**src/rtl/lrn_pkg.sv**
```systemverilog
package lrn_pkg;

    // Low stage modulus: ticks per sync slot (sets the pulse width).
    localparam int unsigned LO_MOD  = 16;
    // High stage modulus: slots per line (208 ticks total).
    localparam int unsigned HI_MOD  = 13;
    // High-stage value during which sync is driven.
    localparam int unsigned SYNC_HI = 12;

    localparam int unsigned LO_W = (LO_MOD > 1) ? $clog2(LO_MOD) : 1;
    localparam int unsigned HI_W = (HI_MOD > 1) ? $clog2(HI_MOD) : 1;

    // Decoded CPU port-write command.
    typedef enum logic [1:0] {
        CMD_NONE = 2'd0,
        CMD_ON   = 2'd1,
        CMD_OFF  = 2'd2
    } port_cmd_e;

    typedef struct packed {
        logic ph;
    } phase_st_t;

    typedef struct packed {
        logic en;
    } gate_st_t;

    typedef struct packed {
        logic arm;
        logic hs;
        logic nmi;
    } pulse_st_t;

endpackage

```
**src/rtl/lrn_phase.sv**
```systemverilog
module lrn_phase (
    input  logic clk,
    input  logic rst,
    output logic tick,
    output logic cpu_clk,
    output logic cpu_clk_n
);
    import lrn_pkg::*;

    phase_st_t st_d, st_q;

    always_comb begin
        st_d    = st_q;
        st_d.ph = ~st_q.ph;
    end

    always_ff @(posedge clk) begin
        if (rst) st_q <= '0;
        else     st_q <= st_d;
    end

    // Counter advances on the clk edge that ends the high half of cpu_clk.
    assign tick      = st_q.ph;
    assign cpu_clk   = st_q.ph;
    assign cpu_clk_n = ~st_q.ph;

endmodule

```
**src/rtl/lrn_cnt_stage.sv**
```systemverilog
module lrn_cnt_stage #(
    parameter int unsigned MOD = 16,
    localparam int unsigned W  = (MOD > 1) ? $clog2(MOD) : 1
) (
    input  logic         clk,
    input  logic         rst,
    input  logic         ce,
    output logic [W-1:0] cnt,
    output logic         carry
);
    localparam logic [W-1:0] LAST = W'(MOD - 1);

    typedef struct packed {
        logic [W-1:0] val;
    } stage_st_t;

    stage_st_t st_d, st_q;
    logic      at_last;

    always_comb begin
        at_last = (st_q.val == LAST);
        st_d    = st_q;
        if (ce) begin
            if (at_last) st_d.val = '0;
            else         st_d.val = st_q.val + W'(1);
        end
    end

    always_ff @(posedge clk) begin
        if (rst) st_q <= '0;
        else     st_q <= st_d;
    end

    assign cnt   = st_q.val;
    assign carry = ce & at_last;

endmodule

```
**src/rtl/lrn_port_dec.sv**
```systemverilog
module lrn_port_dec (
    input  logic clk,
    input  logic rst,
    input  logic iorq_n,
    input  logic wr_n,
    input  logic a0,
    input  logic a1,
    output logic gen_en
);
    import lrn_pkg::*;

    gate_st_t  st_d, st_q;
    port_cmd_e cmd;

    always_comb begin
        cmd = CMD_NONE;
        if (!iorq_n && !wr_n) begin
            if (!a1)      cmd = CMD_OFF;   // disable port wins
            else if (!a0) cmd = CMD_ON;
        end

        st_d = st_q;
        unique case (cmd)
            CMD_ON:  st_d.en = 1'b1;
            CMD_OFF: st_d.en = 1'b0;
            default: st_d.en = st_q.en;
        endcase
    end

    always_ff @(posedge clk) begin
        if (rst) st_q <= '0;
        else     st_q <= st_d;
    end

    assign gen_en = st_q.en;

endmodule

```
**src/rtl/lrn_pulse.sv**
```systemverilog
module lrn_pulse #(
    parameter int unsigned HI_W    = 4,
    parameter int unsigned SYNC_HI = 12
) (
    input  logic            clk,
    input  logic            rst,
    input  logic [HI_W-1:0] hi_cnt,
    input  logic            line_wrap,
    input  logic            gen_en,
    output logic            hsync_n,
    output logic            nmi_n
);
    import lrn_pkg::*;

    localparam logic [HI_W-1:0] SLOT = HI_W'(SYNC_HI);

    pulse_st_t st_d, st_q;

    always_comb begin
        st_d     = st_q;
        // Generation flag is sampled only at the line boundary.
        st_d.arm = line_wrap ? gen_en : st_q.arm;
        st_d.hs  = (hi_cnt == SLOT);
        st_d.nmi = st_d.hs & st_q.arm;
    end

    always_ff @(posedge clk) begin
        if (rst) st_q <= '0;
        else     st_q <= st_d;
    end

    assign hsync_n = ~st_q.hs;
    assign nmi_n   = ~st_q.nmi;

endmodule

```
**src/rtl/lrn_nmi_gen.sv**
```systemverilog
module lrn_nmi_gen (
    input  logic clk,
    input  logic rst,
    input  logic iorq_n,
    input  logic wr_n,
    input  logic a0,
    input  logic a1,
    output logic cpu_clk,
    output logic cpu_clk_n,
    output logic hsync_n,
    output logic nmi_n
);
    import lrn_pkg::*;

    logic            tick;
    logic [LO_W-1:0] lo_cnt;
    logic [HI_W-1:0] hi_cnt;
    logic            lo_carry;
    logic            line_wrap;
    logic            gen_en;

    lrn_phase u_phase (
        .clk       (clk),
        .rst       (rst),
        .tick      (tick),
        .cpu_clk   (cpu_clk),
        .cpu_clk_n (cpu_clk_n)
    );

    lrn_cnt_stage #(.MOD(LO_MOD)) u_lo (
        .clk   (clk),
        .rst   (rst),
        .ce    (tick),
        .cnt   (lo_cnt),
        .carry (lo_carry)
    );

    lrn_cnt_stage #(.MOD(HI_MOD)) u_hi (
        .clk   (clk),
        .rst   (rst),
        .ce    (lo_carry),
        .cnt   (hi_cnt),
        .carry (line_wrap)
    );

    lrn_port_dec u_dec (
        .clk    (clk),
        .rst    (rst),
        .iorq_n (iorq_n),
        .wr_n   (wr_n),
        .a0     (a0),
        .a1     (a1),
        .gen_en (gen_en)
    );

    lrn_pulse #(.HI_W(HI_W), .SYNC_HI(SYNC_HI)) u_pulse (
        .clk       (clk),
        .rst       (rst),
        .hi_cnt    (hi_cnt),
        .line_wrap (line_wrap),
        .gen_en    (gen_en),
        .hsync_n   (hsync_n),
        .nmi_n     (nmi_n)
    );

    logic unused_lo;
    assign unused_lo = ^lo_cnt;

endmodule

```
**config.mk**
```make
export PLATFORM = sky130hd
export DESIGN_NAME = lrn_nmi_gen
export DESIGN_NICKNAME = d
export VERILOG_FILES = /design/src/rtl/lrn_pkg.sv /design/src/rtl/lrn_phase.sv /design/src/rtl/lrn_cnt_stage.sv /design/src/rtl/lrn_port_dec.sv /design/src/rtl/lrn_pulse.sv /design/src/rtl/lrn_nmi_gen.sv
export SDC_FILE = /design/constraint.sdc
export NUM_CORES = 1
export LEC_CHECK = 0
export ABC_CLOCK_PERIOD_IN_PS = 1790
export BUFFER_PORTS_ARGS = -buffer_cell sky130_fd_sc_hd__clkbuf_2
export CAP_MARGIN = 20
export CORE_MARGIN = 3
export CORE_UTILIZATION = 30
export CTS_BUF_LIST = sky130_fd_sc_hd__clkbuf_8
export DETAILED_ROUTE_END_ITERATION = 10
export PLACE_DENSITY = 0.47
export SYNTH_ARGS = -nofsm -noshare
export SYNTH_HDL_FRONTEND = slang
export SYNTH_SLANG_ARGS = --single-unit
```
**constraint.sdc**
```tcl
create_clock -name clk -period 1.79 [get_ports clk]
set_input_delay 0.537 -clock clk [delete_from_list [all_inputs] [get_ports clk]]
set_output_delay 0.537 -clock clk [all_outputs]
set_load 0.1 [all_outputs]
```
==> tab_implementation.tex <==
\begin{tabular}{lr}
\hline
Metric & Value \\
\hline
\multicolumn{2}{l}{\textbf{Run status}} \\
\quad Result of the run & finished clean \\
\multicolumn{2}{l}{\textbf{Clock tree}} \\
\quad Number of H-tree branching levels & 1 \\
\quad Post-CTS Hold Buffers & 0 \\
\quad Clk slew on worst S/H paths & 50 ps \\
\quad Clock Latency Late Sink & 240 ps \\
\quad Maximum buffer depth of the clock tree & 2 \\
\quad Count of instances resized after the clock tree is built & 0 \\
\quad TritonCTS clock tree & yes \\
\quad Postcts setup bufs & 0 \\
\quad CTS Sinks & 13 \\
\quad TritonCTS Buffers & 3 \\
\quad Buffer type at the clock tree root & sky130\_fd\_sc\_hd\_\_clkbuf\_8 \\
\multicolumn{2}{l}{\textbf{Power and ir drop}} \\
\quad Part of the total power dissipated in combinational logic & 0.098 \\
\quad Power per cell area & 860 nW/um\^{}2 \\
\quad Static leakage power & 0.287 nW \\
\quad Seq pwr share & 0.493 \\
\quad Switching power share of the total & 0.253 \\
\quad Switching pwr & 0.000159 W \\
\quad Design internal power & 0.000471 W \\
\quad Peak ir drop on the vdd network & 0.477 mV \\
\quad Clock share of power & 0.408 \\
\multicolumn{2}{l}{\textbf{GRT}} \\
\quad Initial antenna violation count & 0 \\
\quad Met2 routing resource usage after global routing & 0.167 \\
\quad GRT met1 Usage & 0.123 \\
\quad Vias in the first global route & 459 \\
\quad First-pass GRT wire length & 2010 microns \\
\quad Largest net degree at the start of global routing & 14 \\
\quad Grt met3 use & 0.0564 \\
\quad Most utilized layer in the global route result & met2 \\
\quad Total Routing Usage GR & 0.107 \\
\quad Remaining Overflow, GRT & 0 \\
\multicolumn{2}{l}{\textbf{Placed design}} \\
\quad PortBufs & 9 \\
\quad Instance count after placement with tap cells included & 99 \\
\quad Gp weighted congestion & 0.734 \\
\quad Area after DPL & 688 sq um \\
\multicolumn{2}{l}{\textbf{Final layout}} \\
\quad Total inserted antenna cells & 0 \\
\quad Proportion of layout cells with a drive suffix above 1 & 0.218 \\
\quad Final nets & 89 \\
\quad Non-filler cells, final & 103 \\
\quad Non-Filler Cell Area, Final & 733 sq um \\
\quad Fill cell total of the finished layout & 201 \\
\quad Layout area overhead & 23.4\% \\
\multicolumn{2}{l}{\textbf{Worst setup path}} \\
\quad Required time worst endpoint & 1250 ps \\
\quad Crit path launch type & flip-flop \\
\quad Top delay family on crit path & buffers and inverters \\
\quad Worst Reg2Reg Path Length in Cells & 4 \\
\quad Category of the critical setup timing path & flip-flop to output pin \\
\quad Reg2Reg Setup Slack & 320 ps \\
\quad Reg-to-Reg Start & u\_lo.cnt[0]\$\_SDFFE\_PP0P\_ \\
\quad Critical Path Sink Type & output pin \\
\quad Arrival time at the worst endpoint & 1020 ps \\
\quad Worst path max stage delay & 440 ps \\
\quad Crit path max-delay cell type & sky130\_fd\_sc\_hd\_\_clkbuf\_2 \\
\quad Crit path depth & 2 \\
\quad Count of buffering cells on the critical path with inverters included & 2 \\
\quad Capture instance of the worst register-to-register path & u\_hi.cnt[2]\$\_SDFFE\_PP0P\_ \\
\quad Crit-path cells & inv\_1 > clkbuf\_2 \\
\quad Critical path fanouts, max & 1 \\
\multicolumn{2}{l}{\textbf{Floorplanning}} \\
\quad FP Rows & 15 \\
\quad Core area & 1800 sq um \\
\quad Y dimension of the die & 50.5 microns \\
\quad Starting Density & 0.330 \\
\quad Die Span X & 50.5 microns \\
\quad Die outline area & 2550 sq um \\
\quad Top-level I/O count & 10 \\
\multicolumn{2}{l}{\textbf{Yosys}} \\
\quad Main combinational cell family by area after synthesis & simple AND/OR/NAND/NOR gates \\
\quad Post-synthesis share of cell area spent on and, or, nand and nor gates & 0.244 \\
\quad Sequential-to-total area share from yosys stat & 0.438 \\
\quad Share of flip-flops with an asynchronous set or reset after synthesis & 0 \\
\quad Number of synthesized register bits & 13 \\
\quad Synthesized netlist net count & 77 \\
\quad Xor/xnor cell area share of the yosys netlist & 0.0147 \\
\quad Number of enable-type register cells in the synthesized netlist & 0 \\
\quad Fraction of the mapped netlist area in compound gates & 0.112 \\
\quad Multiplexer share of the synthesized area & 0.0505 \\
\quad Cell count after synthesis & 67 \\
\quad Most used DFF post-synth & sky130\_fd\_sc\_hd\_\_dfxtp\_1 \\
\quad Syn avg cell area & 8.87 sq um \\
\quad Library cells used by synthesis & 22 \\
\quad Fraction of the mapped netlist area in adder cells & 0.0842 \\
\quad Count of warnings emitted by yosys & 0 \\
\quad Total standard cell area after synthesis & 594 sq um \\
\multicolumn{2}{l}{\textbf{Routing}} \\
\quad First-iteration detailed-routing DRC count & 6 \\
\quad Vias/cell & 4.66 \\
\quad WL per Instance & 10.4 microns \\
\quad Total detailed-routing wirelength & 1070 microns \\
\quad Vias & 480 \\
\quad Remaining routing DRC violations & 0 \\
\quad Antenna viol nets, final & 0 \\
\quad Pre-Repair DR Iteration Count & 4 \\
\multicolumn{2}{l}{\textbf{Timing}} \\
\quad Clk\_skew & 0.575 ps \\
\quad Remaining max-slew budget at the tightest pin & 0.643 \\
\quad Unrepaired setup endpoints after global routing & no \\
\quad Worst Hold Margin & 450 ps \\
\quad Clock period minus worst slack & 1560 ps \\
\quad Final clock period utilization by the worst path & 0.870 \\
\quad Total count of max-transition violations in the final report & 0 \\
\quad Final hold viol count & 0 \\
\quad Setup-failing EPs final & 0 \\
\quad Max Clk Rate & 642 MHz \\
\quad Worst-Margin Slew & 538 ps \\
\quad Setup\_tns & 0 ps \\
\multicolumn{2}{l}{\textbf{Min path}} \\
\quad End point of the worst hold path & u\_pulse.st\_q[0]\$\_SDFF\_PP0\_ \\
\quad Worst Hold Launch & u\_pulse.st\_q[2]\$\_SDFFE\_PP0P\_ \\
\quad Count of cells along the worst hold path & 1 \\
\quad Worst min-delay path category & flip-flop to flip-flop \\
\multicolumn{2}{l}{\textbf{Flow run}} \\
\quad Count of maximum capacitance violations & 0 \\
\hline
\end{tabular}
-- power groups by stage --
stage	registers, W	clock network (W)	logic (W)
after floorplan	0.000323	0	0.0000421
after CTS	0.000311	0.000275	0.0000631
after detailed placement	0.000317	0	0.0000633
final	0.000311	0.000257	0.0000621
after global placement	0.000317	0	0.0000619
after global routing	0.000313	0.000290	0.0000693
-- sequential cells by signal, indices dropped and copies added (netlist names) --
signal,flops
u_pulse.st_q,3
u_phase.cpu_clk,1
u_dec.gen_en,1
u_hi.cnt,4
u_lo.cnt,4
-- synthesized netlist by cell type, types with 2 or more instances --
master | count | share of area
sky130_fd_sc_hd__nand2_1 | 6 | 0.038
sky130_fd_sc_hd__mux2i_1 | 3 | 0.051
sky130_fd_sc_hd__o21ai_0 | 3 | 0.025
sky130_fd_sc_hd__inv_1 | 6 | 0.038
sky130_fd_sc_hd__dfxtp_1 | 13 | 0.44
sky130_fd_sc_hd__nand3_1 | 3 | 0.025
sky130_fd_sc_hd__a21oi_1 | 6 | 0.051
sky130_fd_sc_hd__ha_1 | 4 | 0.084
sky130_fd_sc_hd__nor2_1 | 8 | 0.051
sky130_fd_sc_hd__or3_1 | 2 | 0.021
sky130_fd_sc_hd__a31oi_1 | 2 | 0.021
-- layer usage --
layer  vias up  routed length [microns]
li1        251                        -
met1       216                      551
met2         9                      444
met3         4                       60
met4         0                       15
met5         -                        0
-- cell usage in the layout (no fill, tap or decap) --
cell type	instances
sky130_fd_sc_hd__and2_1	1
sky130_fd_sc_hd__buf_4	2
sky130_fd_sc_hd__nand4_4	1
sky130_fd_sc_hd__dfxtp_1	12
sky130_fd_sc_hd__ha_4	1
sky130_fd_sc_hd__clkbuf_8	3
sky130_fd_sc_hd__xor2_1	1
sky130_fd_sc_hd__inv_1	6
sky130_fd_sc_hd__clkinvlp_4	1
sky130_fd_sc_hd__nor2_1	8
sky130_fd_sc_hd__o21ai_0	3
sky130_fd_sc_hd__nor2b_1	1
sky130_fd_sc_hd__mux2i_1	3
sky130_fd_sc_hd__nor3_1	1
sky130_fd_sc_hd__a21oi_1	6
sky130_fd_sc_hd__ha_1	3
sky130_fd_sc_hd__or3b_1	1
sky130_fd_sc_hd__clkbuf_2	7
sky130_fd_sc_hd__or4b_4	1
sky130_fd_sc_hd__o41ai_1	1
sky130_fd_sc_hd__dfxtp_4	1
sky130_fd_sc_hd__nand2_1	6
sky130_fd_sc_hd__nand3b_1	1
sky130_fd_sc_hd__or3_1	2
sky130_fd_sc_hd__nand3_1	3
sky130_fd_sc_hd__a31oi_1	2
-- area by class of cell --
| class | count | area [sq um] | area share |
|---|---|---|---|
| Timing Repair Buffer | 9 | 50.0 | 0.0683 |
| Sequential cell | 13 | 264 | 0.360 |
| Inverter | 6 | 26.3 | 0.0358 |
| Clock inverter | 1 | 3.75 | 0.00512 |
| Multi-Input combinational cell | 46 | 317 | 0.432 |
| Tap cell | 25 | 31.3 | 0.0427 |
| Clock buffer | 3 | 41.3 | 0.0563 |
-- cell families (layout without fill, tap and decap cells) --
family                     count (synthesis)  after routing
DFF                                       13             13
AOI/OAI and AO/OA                         12             12
muxes                                      3              3
adders and majority gates                  4              4
and+or+nand+nor                           26             26
buffers and inverters                      8             19
xor gates and xnor gates                   1              1
-- worst max path at each step --
stage / from / end / slack (ps)
floorplan: u_phase.cpu_clk$_SDFF_PP0_ / cpu_clk_n / 90
global placement: wr_n / u_dec.gen_en$_SDFFE_PP0P_ / 40
detailed placement: wr_n / u_dec.gen_en$_SDFFE_PP0P_ / 10
CTS: u_pulse.st_q[0]$_SDFF_PP0_ / nmi_n / 220
global route: u_lo.cnt[0]$_SDFFE_PP0P_ / u_hi.cnt[2]$_SDFFE_PP0P_ / 180
finish: u_pulse.st_q[0]$_SDFF_PP0_ / nmi_n / 230
-- worst reg2reg max path, cell delays in order (launching register included) --
cell                      delay, ps
sky130_fd_sc_hd__dfxtp_1        390
sky130_fd_sc_hd__ha_1           290
sky130_fd_sc_hd__nand4_4        180
sky130_fd_sc_hd__or3b_1         410
sky130_fd_sc_hd__a21oi_1        140
-- stage by stage --
stage / utilization / total power [W] / setup WS, ps
after floorplan: - / 0.000365 / 93.6
after global placement: 0.382 / 0.000379 / 36.6
after detailed placement: 0.382 / 0.000380 / 14.6
after CTS: 0.407 / 0.000650 / 222
after global routing: 0.407 / 0.000672 / 181
final: 0.407 / 0.000631 / 233
(Power assumes the default switching activity.)
